==> src/rtl/cec_sft_pkg.sv <==
package cec_sft_pkg;

  typedef enum logic [1:0] {
    HIST_NEW   = 2'd0,
    HIST_RETRY = 2'd1,
    HIST_DONE  = 2'd2
  } sftHist_t;

  typedef struct packed {
    logic clrCnt;
    logic incCnt;
  } sftStrobe_t;

endpackage

==> src/rtl/cec_sft_ctrl.sv <==
module cec_sft_ctrl
  import cec_sft_pkg::*;
(
  input  logic       clk,
  input  logic       rstN,
  input  logic       en,
  input  logic       tick,
  input  logic       preCount,
  input  logic       txReq,
  input  logic       rxBusy,
  input  logic       lineFall,
  input  logic       busIdle,
  input  logic       frameEnd,
  input  logic       txOk,
  input  logic       txFail,
  input  logic       arbLost,
  input  logic       expired,
  output sftStrobe_t strb,
  output sftHist_t   hist,
  output logic       go
);

  logic running;
  logic inFlight;
  logic startEvt;
  logic fire;

  always_comb begin
    if (preCount) startEvt = busIdle | frameEnd;
    else          startEvt = txReq & ~running & ~rxBusy;
    startEvt    = startEvt & ~inFlight & en;
    fire        = en & running & txReq & ~rxBusy & ~inFlight & expired;
    strb.clrCnt = ~en | ~running | startEvt | lineFall | rxBusy | fire;
    strb.incCnt = en & running & tick;
  end

  always_ff @(posedge clk or negedge rstN) begin
    if (!rstN) begin
      hist     <= HIST_NEW;
      running  <= 1'b0;
      inFlight <= 1'b0;
      go       <= 1'b0;
    end else if (!en) begin
      hist     <= HIST_NEW;
      running  <= 1'b0;
      inFlight <= 1'b0;
      go       <= 1'b0;
    end else begin
      go <= fire;
      if (txOk) begin
        hist     <= HIST_DONE;
        inFlight <= 1'b0;
      end else if (txFail) begin
        hist     <= HIST_RETRY;
        inFlight <= 1'b0;
      end else if (arbLost) begin
        hist     <= HIST_NEW;
        inFlight <= 1'b0;
      end
      if (fire) begin
        running  <= 1'b0;
        inFlight <= 1'b1;
      end else if (startEvt) begin
        running <= 1'b1;
      end else if (!preCount && !txReq) begin
        running <= 1'b0;
      end
    end
  end

endmodule

==> src/rtl/cec_sft_count.sv <==
module cec_sft_count
  import cec_sft_pkg::*;
#(
  parameter int CODE_W     = 3,
  parameter int CNT_W      = 4,
  parameter int RETRY_HALF = 6,
  parameter int NEW_HALF   = 10,
  parameter int DONE_HALF  = 14
) (
  input  logic              clk,
  input  logic              rstN,
  input  sftStrobe_t        strb,
  input  sftHist_t          hist,
  input  logic [CODE_W-1:0] sftCode,
  output logic              expired
);

  localparam logic [CNT_W-1:0] CNT_MAX = {CNT_W{1'b1}};

  logic [CNT_W-1:0] cnt;
  logic [CNT_W-1:0] thr;

  always_comb begin
    if (sftCode == '0) begin
      case (hist)
        HIST_RETRY: thr = CNT_W'(RETRY_HALF);
        HIST_DONE:  thr = CNT_W'(DONE_HALF);
        default:    thr = CNT_W'(NEW_HALF);
      endcase
    end else begin
      thr = CNT_W'({sftCode, 1'b0}) - CNT_W'(1);
    end
  end

  always_ff @(posedge clk or negedge rstN) begin
    if (!rstN)                              cnt <= '0;
    else if (strb.clrCnt)                   cnt <= '0;
    else if (strb.incCnt && cnt != CNT_MAX) cnt <= cnt + CNT_W'(1);
  end

  assign expired = (cnt >= thr);

endmodule

==> src/rtl/cec_sft_sched.sv <==
module cec_sft_sched
  import cec_sft_pkg::*;
#(
  parameter int CODE_W     = 3,
  parameter int RETRY_HALF = 6,
  parameter int NEW_HALF   = 10,
  parameter int DONE_HALF  = 14
) (
  input  logic              clk,
  input  logic              rstN,
  input  logic              en,
  input  logic              tick,
  input  logic [CODE_W-1:0] sftCode,
  input  logic              preCount,
  input  logic              txReq,
  input  logic              rxBusy,
  input  logic              lineFall,
  input  logic              busIdle,
  input  logic              frameEnd,
  input  logic              txOk,
  input  logic              txFail,
  input  logic              arbLost,
  output logic              go
);

  localparam int FIX_MAX  = 2 * (2 ** CODE_W) - 1;
  localparam int AUTO_MAX = (DONE_HALF > NEW_HALF) ?
                            ((DONE_HALF > RETRY_HALF) ? DONE_HALF : RETRY_HALF) :
                            ((NEW_HALF > RETRY_HALF) ? NEW_HALF : RETRY_HALF);
  localparam int HALF_MAX = (FIX_MAX > AUTO_MAX) ? FIX_MAX : AUTO_MAX;
  localparam int CNT_W    = $clog2(HALF_MAX + 1);

  sftStrobe_t strb;
  sftHist_t   hist;
  logic       expired;

  cec_sft_ctrl ctrl_i (
    .clk(clk), .rstN(rstN), .en(en), .tick(tick), .preCount(preCount),
    .txReq(txReq), .rxBusy(rxBusy), .lineFall(lineFall), .busIdle(busIdle),
    .frameEnd(frameEnd), .txOk(txOk), .txFail(txFail), .arbLost(arbLost),
    .expired(expired), .strb(strb), .hist(hist), .go(go)
  );

  cec_sft_count #(
    .CODE_W(CODE_W), .CNT_W(CNT_W), .RETRY_HALF(RETRY_HALF),
    .NEW_HALF(NEW_HALF), .DONE_HALF(DONE_HALF)
  ) count_i (
    .clk(clk), .rstN(rstN), .strb(strb), .hist(hist),
    .sftCode(sftCode), .expired(expired)
  );

endmodule

==> config.mk <==
export PLATFORM = sky130hd
export DESIGN_NAME = cec_sft_sched
export DESIGN_NICKNAME = d
export VERILOG_FILES = /design/src/rtl/cec_sft_pkg.sv /design/src/rtl/cec_sft_ctrl.sv /design/src/rtl/cec_sft_count.sv /design/src/rtl/cec_sft_sched.sv
export SDC_FILE = /design/constraint.sdc
export NUM_CORES = 1
export LEC_CHECK = 0
export ABC_AREA = 1
export BUFFER_PORTS_ARGS = -buffer_cell sky130_fd_sc_hd__buf_2
export CAP_MARGIN = 20
export CORE_UTILIZATION = 55
export CTS_CLUSTER_DIAMETER = 80
export DETAILED_ROUTE_END_ITERATION = 8
export PLACE_DENSITY = 0.86
export SKIP_CTS_REPAIR_TIMING = 1
export SYNTH_ARGS = -nofsm -noshare
export SYNTH_HDL_FRONTEND = slang
export SYNTH_HIERARCHICAL = 1
export SYNTH_SLANG_ARGS = --single-unit
==> constraint.sdc <==
create_clock -name clk -period 4.6 [get_ports clk]
set_input_delay 0.46 -clock clk [delete_from_list [all_inputs] [get_ports clk]]
set_output_delay 0.46 -clock clk [all_outputs]
set_load 0.005 [all_outputs]
==> results of run 1 <==
-- cell usage after synthesis (all sizes together) --
cell type	n	area [µm²]
a21oi	4	23.8
a31oi	1	6.26
buf	1	5.00
dfrtp	9	225
ha	8	100
inv	21	78.8
nand2	18	72.6
nand3	11	77.6
nand3b	1	7.51
nand4	3	18.8
nor2	11	63.8
nor3	2	10.0
o21ai	2	10.0
o21bai	1	7.51
or2	1	6.26
xor2	2	17.5
-- metal layers --
| metal | wire length, µm | track usage [%] | share of wire [%] |
|---|---|---|---|
| met2 | 754 | 43.2 | 52 |
| met4 | 14 | 10.3 | 0.96 |
| met5 | 0 | 0 | 0 |
| met3 | 28 | 3.49 | 1.9 |
| met1 | 665 | 27.8 | 45 |
-- final cells by class --
type                       instances  area, µm²
clock buffer                       4       26.3
tap                               14       17.5
timing repair buffer              16       80.1
multi-input combinational         65        422
inverter                          21       78.8
sequential                         9        225
fill                              94        322
-- logic make-up after synthesis --
family                   count (synthesis)  share of synthesized area, %
adder cells (fa/ha/maj)                  8                          13.7
AO/OA/AOI/OAI                            8                          6.51
buffers and inverters                   22                          11.5
flip-flops                               9                          30.8
AND/OR/NAND/NOR                         47                          35.1
XOR/XNOR                                 2                          2.40
-- power by group through the flow --
| stage | combinational [W] | clock [W] | sequential, W |
|---|---|---|---|
| final | 0.0000346 | 0.0000622 | 0.0000822 |
| after global routing | 0.0000396 | 0.0000682 | 0.0000824 |
| after floorplan | 0.0000212 | 0 | 0.0000834 |
| after global placement | 0.0000325 | 0 | 0.0000837 |
| after detailed placement | 0.0000346 | 0 | 0.0000837 |
| after CTS | 0.0000348 | 0.0000643 | 0.0000822 |
-- registers in the layout, summed over array words and instances (netlist names) --
| register | flops |
|---|---|
| ctrl_i/running | 1 |
| ctrl_i/go | 1 |
| ctrl_i/hist | 2 |
| count_i/cnt | 4 |
| ctrl_i/inFlight | 1 |
-- worst min-delay path by stage --
stage / endpoint / slack [ns] / cells past startpoint
global route: ctrl_i/hist[0] / 0.05 / 1
detailed placement: ctrl_i/hist[0] / 0.33 / 1
finish: ctrl_i/hist[0] / 0.05 / 1
global placement: ctrl_i/hist[0] / 0.32 / 1
CTS: ctrl_i/hist[0] / 0.04 / 1
floorplan: count_i/cnt[0] / 0.16 / 0
-- per-stage QoR --
| step | hold slack (ns) | utilization (%) | cells | worst slack (ns) |
|---|---|---|---|---|
| floorplan | 0.164 | - | 96 | 2.24 |
| global placement | 0.320 | 70.3 | 125 | 2.01 |
| detailed placement | 0.326 | 70.3 | 125 | 1.88 |
| CTS | 0.0436 | 72.5 | 129 | 2.15 |
| global route | 0.0455 | 72.5 | 129 | 1.91 |
| finish | 0.0472 | 72.5 | 129 | 2.16 |
-- worst register-to-register path: cells and delay by family, from the launching register on --
| family | cells | cell delay [ns] |
|---|---|---|
| buf+inv | 2 | 0.20 |
| compound gates | 3 | 0.33 |
| simple gates | 6 | 0.62 |
| fa+ha+maj | 2 | 0.52 |
| flops | 1 | 0.39 |
==> metrics, run 1 <==
startpoint types=primary input; initial drt markers=13; Row Count=12; Synth warnings=6; measured slew at the worst slew-check pin=0.299 ns; Post-Syn Area=731 µm²; CP Capture Point=count_i/cnt[0]; Design Area, Final=850 µm²; Final Hold Fails=0; Buffers & Inverters on Critical Path=5; # IOs=17; CP cell instances=buf_2 > inv_1 > ha_1 > inv_1 > or2_0 > nor2_1 > a21oi_1 > ha_1 > a21oi_1 > nand3_1 > nand2_1 > inv_1 > nand3_4 > nand3_1 > inv_1 > o21ai_0 > nor2_1; total design power=0.000179 W; R2R depth=13; die height=38.5 µm; sw power=0.0000504 W; largest net degree at the start of global routing=10; R2R setup slack=2.46 ns; Total GRT Usage=24.0%; Int Power=0.000129 W; Die Wd=38.5 µm; initial antenna violation count=0; Clk network pwr share=34.7%; Post-Syn Nets=120; grt ovf=0; RSZ-0062 raised after global routing=false; synthesized flop and latch total=9; most frequent cells in the layout=18 x inv_1, 16 x nand2_1, 16 x buf_2; sequential power share=45.9%; DR DRC count=0; Pins Over Slew Limit=0; Critical Path RT=4.79 ns; CP max stage delay=0.32 ns; Clock Latency Late Sink=0.26 ns; maximum clock path buffer count=2; status=finished clean; Sw Ratio=28.2%; worst reg2reg path startpoint=ctrl_i/hist[0]; Worst Path Class, Setup=primary input to register; Vias/cell=5.09; final WL=1460 µm; H-Tree Depth=1; Comb power frac=19.3%; RR Endpoint=count_i/cnt[0]; GPL Wtd Cong=0.705; Worst slew margin=80.1%; crit path DAT=2.64 ns; HPWL Detailed=1210 µm; min cycle time layout=2.44 ns; vias in the first global route=597; diode count=0; initial core utilization=62.4%; final setup violation count=0; CP Capture Type=register; final period utilization=53.1%; crit path max fanout=5; CTS tree=yes; share of layout cells above drive strength 1=27.0%; Max Cap Viol=0; Layout Skew=0.000932 ns; input/output buffers=16; TritonRoute pass-1 iters=5; global-route wire length before repair=2370 µm; Setup crit start=sftCode[0]; TritonCTS Sinks=9; CTS buffer count=3; VDD IR-drop max=0.135 mV; DR WL/cell=11.3 µm; die area=1480 µm²; CP most frequent cell=inv_1; commonest non-fill, non-tap cell in the layout=inv_1; setup_tns=0 ns; max frequency=409 MHz; Mapped Cells=96; Placement Cell Area=823 µm²; syn avg cell area=7.61 µm²; Clock transition at path regs=0.06 ns; Area Overhead vs Synth=16.3%; Top Family by Delay on Critical Path=simple AND/OR/NAND/NOR gates; HP Class=primary input to asynchronous set/reset pin; Final #Nets=140; vias post-DR=657; Yosys cell types=23; PwrDens=211 nW/µm²; Seq/Total Area, Yosys=30.8%; Core Box Area=1170 µm²; CP max-delay cell=ha_1; leakage power=0.513 nW; Root Driver=clkbuf_4; Levels on crit path=17; number of routed nets with antenna violations=0
(Power assumes the default switching activity.)
==> run 2: changes to the inputs <==
ABC_AREA = 0   (was 1)
CORE_UTILIZATION = 45   (was 55)
PLACE_DENSITY = 0.77   (was 0.86)
clock period = 2.05 ns   (was 4.6 ns; I/O delays follow)
==> run 2 against run 1 <==
Non-clock buffer count rose by 9. Worst setup slack got worse by 2.3 ns. Clock power rose by 120%. Sequential power rose by 130%. Core utilization fell by 4.6 points. Register-to-register slack got worse by 2.6 ns. Sequential share of layout area fell by 1.6 points. The run now ends with negative setup slack left.
==> metrics, run 2 <==
most frequent cells in the layout=16 x buf_2, 9 x inv_1, 9 x dfrtp_1; status=complete, but fails checks; PwrDens=441 nW/µm²; fraction of registers with async set/reset=100%; die height=40.4 µm; max reg flops=4; largest net degree at the start of global routing=10; final period utilization=106%; Critical Path RT=2.19 ns; R2R depth=10; Post-Syn Nets=93; Vias/cell=5.22; final setup violation count=1; Yosys cell types=26; vias in the first global route=530; Core Box Area=1330 µm²; VDD IR-drop max=0.356 mV; R2R setup slack=-0.13 ns; H-Tree Depth=1; Post-Syn Area=663 µm²; diode count=0; top post-synthesis cells by area=dfrtp_1 34%, ha_1 15%, a21oi_1 5.3%, inv_1 5.1%, nand2b_1 3.8%; M1 GR Usage=21.8%; Clock Latency Late Sink=0.25 ns; crit path DAT=2.32 ns; Seq/Total Area, Yosys=34.0%; initial antenna violation count=0; Final WS setup=-0.125 ns; grt ovf=0; Worst Path Class, Setup=register to register; Pins Over Slew Limit=0; max frequency=460 MHz; global-route wire length before repair=1990 µm; number of synthesized flops with an enable pin=0; crit path max fanout=5; CP cell instances=inv_1 > ha_1 > mux2_4 > ha_4 > nand2_2 > o21ai_2 > nand2_2 > o2111ai_4 > nor2_1 > mux2_4; maximum clock path buffer count=2; Mapped Cells=69; TritonCTS Sinks=9; DR DRC count=0; post-synth top area share=34.0%; CTS tree=yes; HP Class=primary input to register; final WL=1290 µm; Regs by FF count=count_i/cnt: 4 flops, ctrl_i/hist: 2 flops; initial drt markers=4; area leader, netlist=dfrtp_1; Final #Nets=123; synthesized flop and latch total=9; CP Capture Point=count_i/cnt[0]; vias post-DR=590; Setup crit start=ctrl_i/hist[1]; Die Wd=40.4 µm; initial core utilization=49.7%; met2 Use GR=32.5%; CP max stage delay=0.34 ns; number of routed nets with antenna violations=0; Synth top cells by count=9 x dfrtp_1, 9 x inv_1, 8 x ha_1; pre-CTS setup slack=-0.199 ns; Clock transition at path regs=0.06 ns; min cycle time layout=2.18 ns; TritonRoute pass-1 iters=2; Worst slew margin=78.2%; CTS buffer count=3; HPWL Detailed=1030 µm; worst reg2reg path startpoint=ctrl_i/hist[1]; measured slew at the worst slew-check pin=0.327 ns; Root Driver=clkbuf_4; Layout Skew=0.00211 ns; # fillers=121; RSZ-0062 raised after global routing=true; DR WL/cell=11.4 µm; startpoint types=register; CP Capture Type=register; RR Endpoint=count_i/cnt[0]; syn avg cell area=9.61 µm²; Area Overhead vs Synth=36.6%; CP max-delay cell=dfrtp_1; GPL Wtd Cong=0.791; failing checks=negative setup slack; commonest non-fill, non-tap cell in the layout=buf_2; die area=1630 µm²; met3 GRT Util=3.33%; share of layout cells above drive strength 1=39.8%; # IOs=17; Synth warnings=6; Final Hold Fails=0; total design power=0.000400 W; GR peak layer=met2; Row Count=13; Total GRT Usage=18.9%; main flop type after synthesis=dfrtp_1; input/output buffers=16; Most flops, register=count_i/cnt; leakage power=0.450 nW; Max Cap Viol=0
==> run 2: cell count changes after synthesis, moves of 3 or more <==
cell and delta:
a21oi_1 +4, inv_1 -9, inv_2 -3, nand2_1 -12
nand2b_1 +4, nand3_1 -8, nor2_1 -4, nor2_4 -3
==> run 2: how the worst min path moves through the flow <==
stage	from	endpoint	slack (ns)	depth (start not counted)
final	txOk	ctrl_i/hist[0]	0.14	2
after global routing	txOk	ctrl_i/hist[0]	0.12	2
after CTS	rstN	ctrl_i/running	-0.21	1
after detailed placement	rstN	count_i/cnt[2]	0.07	1
after global placement	rstN	count_i/cnt[1]	0.07	1
after floorplan	rstN	count_i/cnt[0]	-0.09	0
==> run 2: layout make-up <==
class / instances / area, µm² / area share [%]
multi-input combinational: 51 / 452 / 49.9
clock buffer: 4 / 26.3 / 2.90
timing repair buffer: 25 / 150 / 16.6
sequential: 9 / 225 / 24.9
inverter: 9 / 33.8 / 3.73
tap: 15 / 18.8 / 2.07
==> run 2: where the power goes <==
part           total [W]  switching, W  internal (W)
clock           0.000134     0.0000593     0.0000748
combinational  0.0000806     0.0000376     0.0000429
sequential      0.000185    0.00000335      0.000182
==> run 2: critical path: cells and delay by family (launching register included) <==
| family | cells | cell delay [ns] |
|---|---|---|
| AND/OR/NAND/NOR | 3 | 0.22 |
| flip-flops | 1 | 0.34 |
| buffers and inverters | 1 | 0.04 |
| multiplexers | 2 | 0.55 |
| AO/OA/AOI/OAI | 2 | 0.36 |
| adder cells (fa/ha/maj) | 2 | 0.54 |
==> run 2: metal layers <==
metal | share of wire [%] | vias to the layer above
li1 | - | 306
met1 | 47 | 269
met2 | 49 | 13
met3 | 3.2 | 2
met4 | 0.54 | 0
met5 | 0 | -
==> run 2: per-stage QoR <==
step                setup TNS (ns)  utilization, %  hold slack (ns)  area (µm²)  cells
detailed placement          -0.480            61.5           0.0680         821    107
finish                      -0.125            67.9            0.138         906    113
CTS                         -0.164            63.5           -0.208         847    111
global placement            -0.220            61.5           0.0672         821    107
floorplan                  -0.0626               -          -0.0906         669     69
global route                -0.750            67.9            0.125         906    113
==> run 2: cell families (layout without fill, tap and decap cells) <==
kind of cell / Yosys count / in the layout / share of synthesized area, %
AO/OA/AOI/OAI: 14 / 14 / 12.8
adder cells (fa/ha/maj): 8 / 8 / 15.1
buffers and inverters: 9 / 38 / 5.09
flip-flops: 9 / 9 / 34.0
multiplexers: 4 / 4 / 6.98
AND/OR/NAND/NOR: 25 / 25 / 26.0
